$ cat src/rtl/burst_ctl_pkg.sv
package burst_ctl_pkg;

    typedef struct packed {
        logic rdy_n;
        logic abt_n;
    } hs_t;

    localparam hs_t HS_QUIET = '{rdy_n: 1'b1, abt_n: 1'b1};

    typedef enum logic {
        ST_IDLE = 1'b0,
        ST_XFER = 1'b1
    } bst_t;

    function automatic logic hs_go(input hs_t s);
        return (!s.rdy_n) && s.abt_n;
    endfunction

    function automatic logic hs_cancel(input hs_t s);
        return !s.abt_n;
    endfunction

endpackage

$ cat src/rtl/bm_hs_sampler.sv
module bm_hs_sampler
    import burst_ctl_pkg::*;
(
    input  logic clk,
    input  logic rst,
    input  logic early,
    input  hs_t  pins,
    output hs_t  smp
);
    hs_t pins_q;

    always_ff @(posedge clk) begin
        if (rst) pins_q <= HS_QUIET;
        else     pins_q <= pins;
    end

    // early: act on the edge itself; normal: act on last edge's capture
    assign smp = early ? pins : pins_q;
endmodule

$ cat src/rtl/bm_word_seq.sv
module bm_word_seq
    import burst_ctl_pkg::*;
#(
    parameter int IDX_W = 4,
    parameter int LEN_W = 5
)(
    input  logic             clk,
    input  logic             rst,
    input  logic             req,
    input  logic [LEN_W-1:0] req_len,
    input  logic             early_in,
    input  hs_t              smp,
    output logic             mode_q,
    output logic             busy,
    output logic             vld,
    output logic [IDX_W-1:0] idx,
    output logic             done
);
    bst_t             st;
    logic [IDX_W-1:0] last_idx;
    logic             hold;
    logic             start;

    assign start = (st == ST_IDLE) && req && (req_len != '0);

    always_ff @(posedge clk) begin
        if (rst) begin
            st       <= ST_IDLE;
            idx      <= '0;
            last_idx <= '0;
            hold     <= 1'b0;
            done     <= 1'b0;
            mode_q   <= 1'b0;
        end else begin
            done <= 1'b0;
            unique case (st)
                ST_IDLE: begin
                    if (start) begin
                        st       <= ST_XFER;
                        idx      <= '0;
                        last_idx <= IDX_W'(req_len - LEN_W'(1));
                        hold     <= 1'b0;
                        mode_q   <= early_in;
                    end
                end
                ST_XFER: begin
                    if (hs_cancel(smp)) begin
                        hold <= 1'b1;
                    end else if (hold) begin
                        hold <= 1'b0;
                    end else if (hs_go(smp)) begin
                        if (idx == last_idx) begin
                            st   <= ST_IDLE;
                            idx  <= '0;
                            done <= 1'b1;
                        end else begin
                            idx <= idx + IDX_W'(1);
                        end
                    end
                end
                default: st <= ST_IDLE;
            endcase
        end
    end

    assign busy = (st == ST_XFER);
    assign vld  = busy && !hold;
endmodule

$ cat src/rtl/burst_master_ctl.sv
module burst_master_ctl
    import burst_ctl_pkg::*;
#(
    parameter int MAX_LEN = 16,
    localparam int IDX_W  = (MAX_LEN > 1) ? $clog2(MAX_LEN) : 1,
    localparam int LEN_W  = $clog2(MAX_LEN + 1)
)(
    input  logic             clk,
    input  logic             rst,
    input  logic             early_mode,
    input  logic             req,
    input  logic [LEN_W-1:0] req_len,
    input  logic             rdy_n,
    input  logic             abt_n,
    output logic             busy,
    output logic             word_vld,
    output logic [IDX_W-1:0] word_idx,
    output logic             done
);
    hs_t  pins;
    hs_t  smp;
    logic mode_q;

    assign pins = '{rdy_n: rdy_n, abt_n: abt_n};

    bm_hs_sampler u_smp (
        .clk   (clk),
        .rst   (rst),
        .early (mode_q),
        .pins  (pins),
        .smp   (smp)
    );

    bm_word_seq #(.IDX_W(IDX_W), .LEN_W(LEN_W)) u_seq (
        .clk      (clk),
        .rst      (rst),
        .req      (req),
        .req_len  (req_len),
        .early_in (early_mode),
        .smp      (smp),
        .mode_q   (mode_q),
        .busy     (busy),
        .vld      (word_vld),
        .idx      (word_idx),
        .done     (done)
    );
endmodule

$ cat config.mk
export PLATFORM = sky130hd
export DESIGN_NAME = burst_master_ctl
export DESIGN_NICKNAME = d
export VERILOG_FILES = /design/src/rtl/burst_ctl_pkg.sv /design/src/rtl/bm_hs_sampler.sv /design/src/rtl/bm_word_seq.sv /design/src/rtl/burst_master_ctl.sv
export SDC_FILE = /design/constraint.sdc
export NUM_CORES = 1
export LEC_CHECK = 0
export ABC_CLOCK_PERIOD_IN_PS = 1990
export BUFFER_PORTS_ARGS = -buffer_cell sky130_fd_sc_hd__buf_2
export CORE_UTILIZATION = 40
export DETAILED_ROUTE_END_ITERATION = 8
export GPL_TIMING_DRIVEN = 0
export PLACE_DENSITY = 0.59
export REMOVE_ABC_BUFFERS = 1
export SYNTH_ARGS = -nofsm -noshare
export SYNTH_HDL_FRONTEND = slang
export SYNTH_SLANG_ARGS = --single-unit
$ cat constraint.sdc
create_clock -name clk -period 1.99 [get_ports clk]
set_input_delay 0 -clock clk [delete_from_list [all_inputs] [get_ports clk]]
set_output_delay 0 -clock clk [all_outputs]
set_load 0.05 [all_outputs]
==> impl_metrics.ini <==
[run_status]
status = complete, no violations

[layout]
register_area_sq_um = 280
multi_input_area_sq_um = 450
fillers = 166
drive_gt1_share_pct = 27.4
finish.net_count = 121
utilization_pct = 53.8
n_antenna_cell = 0
final_cells = 131
area_growth_pct = 24.0

[sta]
rsz0062_at_grt = false
setup_viol = 0
tightest_slew_ns = 0.654
drv_slew = 0
slew_headroom_pct = 56.2
holdWs_ns = 0.0513
fmax_mhz = 597
setup_ws_ns = 0.315
tns_ns = 0
clock_skew_ns = 0.00479
period_share_pct = 84.2
hold_viol_final = 0
min_period_ns = 1.68

[clock_tree]
cts-root-buf = clkbuf_4
htree_levels = 1
clock_latency_ns = 0.28
cts_setup_buffers = 0
cts_max_path_buffers = 2
clk_pin_slew_ns = 0.09
cts.sinks = 14
cts_tree = built
cts_made_buffers = 3
cts_resized = 0

[placement]
post-place-ws_ns = 0.460
dp.cells = 123
portBuffers = 17
gp_congestion = 0.763
hpwl_um = 1170

[route]
drt_iter0_markers = 11
routed_wl_um = 1520
first_pass_iters = 4
ant_nets = 0
vias_per_cell = 5.20
vias = 681
routedWlPerCell_um = 11.6
drc = 0

[yosys]
synth.largest_area_cell = dfxtp_1
synth.most_common_cell = dfxtp_1
yosysTopAreaCellShare_pct = 37.0
synth-edff-count = 0
yosys-top-cells-count = dfxtp_1, nor2_1, xnor2_1, a211oi_1, inv_1
synth.cell_area_sq_um = 757
synthDistinctLibCells = 33
synth_seq_cells = 14
yosys_warnings = 0
syn_avg_cell_area_sq_um = 9.01
ys_top_cells_by_area = dfxtp_1, xnor2_1, ha_1, a211oi_1, nor2_1
async_flop_share_pct = 0
ys.flop_type = dfxtp_1
ys_seq_area_share_pct = 37.0
synth_cells = 84

[setup_path]
cpPeakStageDelay_ns = 0.52
path_class = primary input to register
cp_data_required_time_ns = 2.19
cp_common_cell = nor2_1
cp_cell_sequence = dlygate4sd3_1 -> buf_2 -> inv_1 -> ha_1 -> nor4b_2 -> nor2_1 -> nor2_1 -> a211oi_1
cp-end-kind = register
cp_slowest_cell = dlygate4sd3_1
crit_fanout = 11
worst_setup_path_start_kind = primary input
critical_path_arrival_ns = 1.87

[power]
vdd_drop_max_uv = 397
leakage_uw = 0.000374
p_per_area_mw_per_mm2 = 729

[floorplan]
dieArea_sq_mm = 0.00207
dieHeight_um = 45.5
die_x_um = 45.5
row_count = 15
pin_count = 18
core-area_sq_mm = 0.00175
start_util_pct = 43.4

[global_routing]
grt_pass1_vias = 624
grt_max_degree = 19
track_usage_pct = 18.0
grt_overflow_total = 0
grt_pass1_wl_um = 2610
antenna_found_initial = 0

[worst_hold_path]
hp-class = primary input to register

[run]
maxCapViolCount = 0
worst max-delay path, delay by kind of cell:
| kind | cells | cell delay (ns) |
|---|---|---|
| AOI/OAI and AO/OA | 1 | 0.23 |
| adders and majority gates | 1 | 0.18 |
| buffers and inverters | 3 | 0.69 |
| and+or+nand+nor | 3 | 0.77 |
power by group:
part	internal (uW)	switching, uW	leakage, uW
Clock	111	91.6	0.0000210
Sequential	298	18.2	0.000115
Combinational	63.2	101	0.000238
path summary, 6_finish.rpt:
kind / depth (start not counted) / start / slack (ns) / endpoint
worst max register to register: 4 / u_seq.mode_q / 0.43 / u_seq.idx[0]
worst min register to register: 2 / u_seq.last_idx[0] / 0.51 / u_seq.last_idx[0]
worst min-delay path: 3 / req_len[3] / 0.05 / u_seq.last_idx[3]
worst max-delay path: 8 / req_len[0] / 0.31 / u_seq.last_idx[1]
cell families after synthesis:
logic type               synth area share, %
adder cells (fa/ha/maj)                 4.96
buffers and inverters                   3.47
AO/OA/AOI/OAI                           18.2
multiplexers                            1.49
AND/OR/NAND/NOR                         27.9
flip-flops                              37.0
XOR/XNOR                                6.94
repair_timing:
| action | CTS | global route |
|---|---|---|
| endpoints found under the setup margin | 0 | 0 |
| hold buffers | 4 | 0 |
| hold endpoints to repair | 4 | 0 |
state kept, by name, summed over array words and instances (netlist names):
signal,flops
u_seq.busy,1
u_seq.idx,4
u_seq.mode_q,1
u_smp.pins_q,2
u_seq.last_idx,4
u_seq.hold,1
u_seq.done,1
final cells by class:
type | count | share of cell area [%]
multi-input cells | 63 | 48.0
flip-flops and latches | 14 | 29.9
repair buffers | 21 | 13.3
clock buffers | 4 | 3.87
well taps | 25 | 3.33
inverters | 4 | 1.60
cell usage in the layout (no fill, tap or decap), types with 2 or more instances in the layout:
master | Yosys | routed
a211oi_1 | 4 | 4
a21oi_1 | 3 | 3
buf_2 | 0 | 17
clkbuf_4 | 0 | 3
dfxtp_1 | 14 | 14
dlygate4sd3_1 | 0 | 4
ha_1 | 3 | 3
inv_1 | 4 | 4
nand2_1 | 3 | 3
nand2b_1 | 2 | 2
nand3_1 | 2 | 2
nand3_2 | 2 | 2
nand4_1 | 2 | 2
nor2_1 | 8 | 8
nor2b_1 | 3 | 3
nor3_1 | 3 | 3
o21ai_0 | 3 | 3
o21ai_1 | 2 | 2
or2_2 | 2 | 2
xnor2_1 | 6 | 6
through the flow:
stage                     instance area (sq um)  total power, uW
after floorplan                             746              436
after global placement                      862              481
after detailed placement                    862              483
after CTS                                   938              693
after global routing                        938              726
final                                       938              684
per-layer routing:
layer / part of all wire, % / up-vias / track usage [%]
met2: 49 / 17 / 28.0
met4: 0.92 / 0 / 9.09
met3: 3.4 / 2 / 4.76
met5: 0 / - / 0
met1: 47 / 311 / 22.7
li1: - / 351 / -
Note: power is estimated with default switching activity, not from simulation.
